**src/rtl/dram1k_pkg.sv**
```systemverilog
package dram1k_pkg;
  localparam int unsigned ROW_BITS = 5;
  localparam int unsigned COL_BITS = 5;
  localparam int unsigned ADDR_W   = ROW_BITS + COL_BITS;
  localparam int unsigned N_ROWS   = 1 << ROW_BITS;
  localparam int unsigned N_COLS   = 1 << COL_BITS;

  typedef logic [ROW_BITS-1:0] row_t;
  typedef logic [COL_BITS-1:0] col_t;

  typedef struct packed {
    col_t col;
    row_t row;
  } cell_addr_t;
endpackage

```
**src/rtl/dram1k_ctrl.sv**
```systemverilog
module dram1k_ctrl
  import dram1k_pkg::*;
(
  input  logic       clk,
  input  logic       rst_n,
  input  logic       ce,
  input  logic       we,
  input  cell_addr_t addr,
  output cell_addr_t cyc_addr,
  output logic       wr_en,
  output logic       rd_en
);
  logic       ce_q;
  logic       wrote_q;
  logic       opening;
  logic       wrote_eff;
  cell_addr_t addr_lat;

  assign opening   = ce & ~ce_q;
  assign wrote_eff = wrote_q & ~opening;
  assign cyc_addr  = opening ? addr : addr_lat;
  assign wr_en     = ce & we;
  assign rd_en     = ce & ~we & ~wrote_eff;

  always_ff @(posedge clk) begin
    if (!rst_n) begin
      ce_q     <= 1'b0;
      wrote_q  <= 1'b0;
      addr_lat <= '0;
    end else begin
      ce_q    <= ce;
      wrote_q <= ce & (wrote_eff | we);
      if (opening) addr_lat <= addr;
    end
  end


  addr_hold_chk: assert property (@(posedge clk) disable iff (!rst_n)
    (ce && ce_q) |=> $stable(addr_lat));
endmodule

```
**config.mk**
```make
export PLATFORM = sky130hd
export DESIGN_NAME = dram1k_ctrl
export DESIGN_NICKNAME = d
export VERILOG_FILES = /design/src/rtl/dram1k_pkg.sv /design/src/rtl/dram1k_ctrl.sv
export SDC_FILE = /design/constraint.sdc
export NUM_CORES = 1
export LEC_CHECK = 0
export BUFFER_PORTS_ARGS = -buffer_cell sky130_fd_sc_hd__buf_2
export CAP_MARGIN = 15
export CORE_AREA = 2 2 46 48
export CTS_BUF_LIST = sky130_fd_sc_hd__clkbuf_4
export DETAILED_ROUTE_END_ITERATION = 16
export DIE_AREA = 0 0 48 50
export HOLD_SLACK_MARGIN = 0.02
export SYNTH_ARGS = -nofsm -noshare
export SYNTH_HDL_FRONTEND = slang
export SYNTH_SLANG_ARGS = --single-unit
```
**constraint.sdc**
```tcl
create_clock -name clk -period 1.3 [get_ports clk]
set_input_delay 0.065 -clock clk [delete_from_list [all_inputs] [get_ports clk]]
set_output_delay 0.065 -clock clk [all_outputs]
set_load 0.01 [all_outputs]
```
Word-level counts from Yosys, hierarchy flattened
Cells that the tools add are included.

storage, ports and cells
  logic and storage cells = 16
  output and inout bits = 12
  input bits = 14
  flip-flop bits (word level) = 12

cells by class
  bitwise logic cells = 11
  mux-type cells = 1

operator list
  kind                number
  two-way mux 10 bit  1
  bitwise AND 1 bit   6
  NOT 1 bit           4
  bitwise OR 1 bit    1

Depth between registers and ports, before layout
Gate-level depths: netlist (run 1).

  depth in word-level cells = 6
  gate-level depth with buffers = 3
  mapped depth without buffers = 2

Least setup slack after synthesis (run 1)
Ideal clock, no wire load.

  path type = register to output
  from = register ce_q
  to = output port cyc_addr[0] in the netlist's numbering
  cell stages (with the launch flop) = 4
  path slack = 0.335 ns
  path buffers = 1
  data arrival time = 0.900 ns
  data required time = 1.235 ns
  path through = dfxtp_1 -> nand2b_1 -> buf_6 -> mux2_4

RTL lines
  item                    line               RTL
  from (decl)             dram1k_ctrl.sv:13  logic ce_q;
  from (signal assigned)  dram1k_ctrl.sv:27  ce_q <= 1'b0;
  from (signal assigned)  dram1k_ctrl.sv:31  ce_q <= ce;
  to (decl)               dram1k_ctrl.sv:9   output cell_addr_t cyc_addr,

==> results of run 1 <==
## sequential cells by signal, summed over array words and instances, names as in the netlist
| register | cells |
|---|---|
| ce_q | 1 |
| addr_lat | 10 |
| wrote_q | 1 |
## worst max path at each step
stage	from	end	slack, ns	cells after the start
floorplan	ce_q$_SDFF_PN0_	cyc_addr[0]	0.33	3
global placement	ce_q$_SDFF_PN0_	cyc_addr[3]	0.19	4
detailed placement	ce_q$_SDFF_PN0_	cyc_addr[7]	0.17	4
CTS	ce_q$_SDFF_PN0_	cyc_addr[8]	-0.02	3
global route	ce_q$_SDFF_PN0_	cyc_addr[2]	-0.07	3
finish	ce_q$_SDFF_PN0_	cyc_addr[7]	0.002	3
## layer usage
metal | track usage (%) | share of wire, %
met1 | 13.3 | 46
met2 | 18.9 | 46
met3 | 5.49 | 7.6
met4 | 4.05 | 0.76
met5 | 0 | 0
## per-stage QoR
stage / instance area (sq um) / setup slack (ns)
2_1_floorplan: 641 / 0.335
3_3_place_gp: 790 / 0.185
3_5_place_dp: 790 / 0.172
4_1_cts: 888 / -0.0173
5_1_grt: 888 / -0.0676
6_report: 888 / 0.00180
## report_power, final
group / internal, uW / switching (uW)
combinational: 140 / 92.7
sequential: 390 / 10.7
clock: 111 / 120
## final cells by class
class,instances,area (sq um)
tap,27,33.8
multi-input combinational,48,392
fill,188,1010
clock buffer,3,22.5
clock inverter,1,3.75
timing repair buffer,26,195
sequential,12,241
## cells by family (layout without fill, tap and decap cells)
logic type	after synthesis	count (layout)	synth area share [%]
muxes	20	20	39.1
AOI/OAI and AO/OA	1	1	0.781
buffers and inverters	4	30	4.69
and+or+nand+nor	26	27	18.0
DFF	12	12	37.5
## synthesized netlist by cell type (all sizes together)
cell type  instances
nand2             20
dfxtp             12
mux2              10
mux2i             10
and2               3
buf                2
clkbuf             2
a21oi              1
and2b              1
nand2b             1
nor2b              1
## timing repair
action / CTS / global route
setup endpoints to repair: 10 / 10
setup buffers: 1 / 0
gates resized for setup: 13 / 0
pin swaps: 0 / 0
cloned: 1 / 0
## worst reg2reg max path: cells and delay by family (launching register included)
kind	cells	cell delay, ns
buffers and inverters	1	0.13
multiplexers	1	0.25
flip-flops	1	0.33
AND/OR/NAND/NOR	1	0.39
==> results.txt, run 1 <==
status: completed
CTS tree: yes
Tmin final: 1.30 ns
Num Clock Sinks: 12
TritonCTS Buffers: 3
Setup violations, final: 0
GP Congestion: 0.566
total track usage: 11.8%
final hold viol count: 0
Clock Skew: 0.00391 ns
Via Count: 510
CP Capture Type: output port
hold_sp: addr[6]
global-route wire length before repair: 1980 um
Final Max Tran Viols: 0
largest net degree at the start of global routing: 22
Yosys top cell area share: 37.5%
crit-path max FO: 5
most frequent cells in the layout: 20 x nand2_1, 15 x buf_2, 11 x dfxtp_1
Routed Antenna Nets: 0
top cell type by total area after synthesis: dfxtp_1
clock slew at reported path FFs: 0.07 ns
reg2reg start: ce_q$_SDFF_PN0_
RSZ-0062 raised after global routing: yes
Net Count, Synth: 77
Worst-Margin Slew: 0.334 ns
Syn Std Cell Area: 641 sq um
Core ar.: 0.00190 sq mm
# hold bufs at CTS: 0
Top Ports: 26
nets: 105
WHS Path Cells: 3
final WL: 1190 um
Initial Util: 33.7%
max incr delay on CP: 0.34 ns
Crit-path slowest cell: dfxtp_2
max_cap viols: 0
antenna cells: 0
Peak supply drop: 542 uV
Hold Crit Class: in2reg
overall die height: 50 um
Syn Inst Count: 63
crit path cell chain: nand2b_4, mux2_4, buf_6
r2r setup slk: 0.13 ns
fin util: 46.7%
Avg Cell Area, Syn: 10.2 sq um
Final Non-Filler Cells: 117
drt wl/cell: 10.1 um
critical path arrival: 1.23 ns
commonest non-fill, non-tap cell in the layout: nand2_1
DIE AREA: 0.00240 sq mm
Final Cycle Share: 99.9%
Area contributors post-synth: dfxtp_1 38%, mux2_4 23%, mux2i_1 16%, nand2_1 12%, buf_6 3.5%
Worst Setup Path Type: reg2out
Hold EP: addr_lat[6]$_SDFF_PN0_
Static Leak: 0.000438 uW
crit start category: flip-flop
Yosys cell types: 11
initial antenna violation count: 0
Root Driver: clkbuf_4
Req. time, crit path: 1.24 ns
PwrDens: 973 mW/mm^2
Seq cells post-synth: 12
Fmax achieved: 0.770 GHz
number of global-route vias before repair: 484
maximum clock path buffer count: 2
DRC viols: 0
headroom to the max-slew limit: 77.7%
CTS HTree Levels: 1
die outline width: 48 um
clock latency at the later pin of the worst-skew pair: 0.27 ns
CP top delay family: flip-flops
Site Rows: 16
share of post-route cells with drive strength above 1: 47.8%
final hold slack: 0.0429 ns
Port Buffers: 25
post-synthesis sequential area ratio: 37.5%
Bufs and invs on worst path: 1
Yosys Warn Count: 0
initial drt markers: 4
total congestion overflow: 0
Worst Reg-to-Reg Cells: 3
Cells after DPL: 112
r2r endpoint: addr_lat[9]$_SDFF_PN0_
setup_tns: 0 ns
overall power: 864 uW
vias per cell: 4.36
First-pass DRT Iterations: 4
Area Growth Syn to Fin: 38.7%
No activity file was read; power rests on OpenSTA's default activity.
==> run 2, diff against run 1 <==
- CAP_MARGIN: 15 -> 20
- CORE_AREA: 2 2 46 48 -> 2 2 40 42
- DIE_AREA: 0 0 48 50 -> 0 0 42 44
- PLACE_DENSITY: default -> 0.76
==> results.txt, run 2 (synthesis results as in run 1) <==
status: complete, but fails checks
failing checks: negative setup slack
Req. time, crit path: 1.24 ns
commonest non-fill, non-tap cell in the layout: nand2_1
Fmax achieved: 0.739 GHz
crit-path max FO: 5
Via Count: 518
area of the multi-input gates: 378 sq um
Num Clock Sinks: 12
Cells after DPL: 101
met3 Resource Use GR: 6.25%
Routed Antenna Nets: 0
clock slew at reported path FFs: 0.07 ns
Initial Util: 45.1%
Sequential Area: 241 sq um
Peak supply drop: 727 uV
nets: 106
grt peak-use layer: met2
Tmin final: 1.35 ns
RSZ-0062 raised after global routing: yes
number of global-route vias before repair: 490
die outline width: 42 um
fillers: 131
initial drt markers: 6
Setup WS post-layout: -0.0526 ns
DIE AREA: 0.00185 sq mm
global-route wire length before repair: 1990 um
CP Capture Type: output port
CTS tree: yes
M2 GR Usage: 24.7%
total track usage: 14.8%
Reg with most FFs: addr_lat
Root Driver: clkbuf_4
Final Non-Filler Cells: 107
Setup violations, final: 10
GP Congestion: 0.696
DRC viols: 0
largest net degree at the start of global routing: 22
PwrDens: 977 mW/mm^2
overall die height: 44 um
First-pass DRT Iterations: 3
antenna cells: 0
Final Cycle Share: 104%
CTS HTree Levels: 1
clock latency at the later pin of the worst-skew pair: 0.26 ns
most frequent cells in the layout: 20 x nand2_1, 15 x buf_2, 12 x buf_6
Final Max Tran Viols: 0
Core ar.: 0.00142 sq mm
crit start category: flip-flop
max reg flops: 10
Static Leak: 0.000443 uW
Hold Crit Class: in2reg
Worst-Margin Slew: 0.335 ns
largest registers: addr_lat: 10 flops, ce_q: 1 flops, wrote_q: 1 flops
initial antenna violation count: 0
Port Buffers: 25
Worst Setup Path Type: reg2out
hpwl dp: 850 um
met1 usage: 16.0%
Clock Skew: 0.00618 ns
drt wl/cell: 11.0 um
share of post-route cells with drive strength above 1: 48.4%
headroom to the max-slew limit: 77.7%
critical path arrival: 1.29 ns
setup_tns: -0.472 ns
Site Rows: 14
final WL: 1170 um
Area Growth Syn to Fin: 37.9%
final hold viol count: 0
max_cap viols: 0
total congestion overflow: 0
TritonCTS Buffers: 3
maximum clock path buffer count: 2
Top Ports: 26
# hold bufs at CTS: 0
vias per cell: 4.84
## run 2: cell types whose count changed in the layout (fill, tap and decap cells not counted), sizes merged
cell	before	now
buf	26	28
nand2b	2	1
## run 2: timing repair
action                     in CTS  in global routing
setup endpoints to repair      10                 10
setup buffers                   1                  0
pin swaps                       0                  0
cloned                          1                  0
resized for setup              15                  0
## run 2: per-layer routing
metal | vias to the layer above | wire (um)
met1 | 237 | 498
met5 | - | 0
met2 | 16 | 611
li1 | 265 | -
met4 | 0 | 0
met3 | 0 | 63
## run 2: area by class of cell
| type | count | area share, % |
|---|---|---|
| multi-input combinational | 47 | 42.8 |
| sequential | 12 | 27.3 |
| timing repair buffer | 28 | 24.6 |
| clock buffer | 3 | 2.55 |
| tap | 16 | 2.27 |
| clock inverter | 1 | 0.425 |
## run 2: power breakdown
part | internal [uW] | switching, uW
Clock | 111 | 113
Sequential | 390 | 10.3
Combinational | 144 | 94.2
## run 2: worst paths after layout
| check | from | endpoint | slack [ns] | cells after the start |
|---|---|---|---|---|
| max | ce_q$_SDFF_PN0_ | cyc_addr[7] | -0.05 | 4 |
| min reg2reg | addr_lat[0]$_SDFF_PN0_ | addr_lat[0]$_SDFF_PN0_ | 0.46 | 2 |
| max reg2reg | ce_q$_SDFF_PN0_ | addr_lat[4]$_SDFF_PN0_ | 0.16 | 3 |
| min | we | wrote_q$_SDFF_PN0_ | 0.05 | 3 |
## run 2: critical path: stages (launching register included)
cell and delay, ns:
dfxtp_2 0.32, nand2b_4 0.14, buf_6 0.14, mux2_4 0.30
buf_6 0.12
## run 2: per-stage QoR
| step | worst slack [ns] | hold WS, ns | util (%) | total power, uW | instance area, sq um |
|---|---|---|---|---|---|
| after floorplan | 0.335 | 0.201 | - | 540 | 641 |
| after global placement | 0.162 | 0.323 | 53.8 | 594 | 763 |
| after detailed placement | 0.127 | 0.336 | 53.8 | 599 | 763 |
| after CTS | -0.0709 | 0.0454 | 62.3 | 878 | 883 |
| after global routing | -0.115 | 0.0418 | 62.3 | 926 | 883 |
| final | -0.0526 | 0.0532 | 62.3 | 863 | 883 |
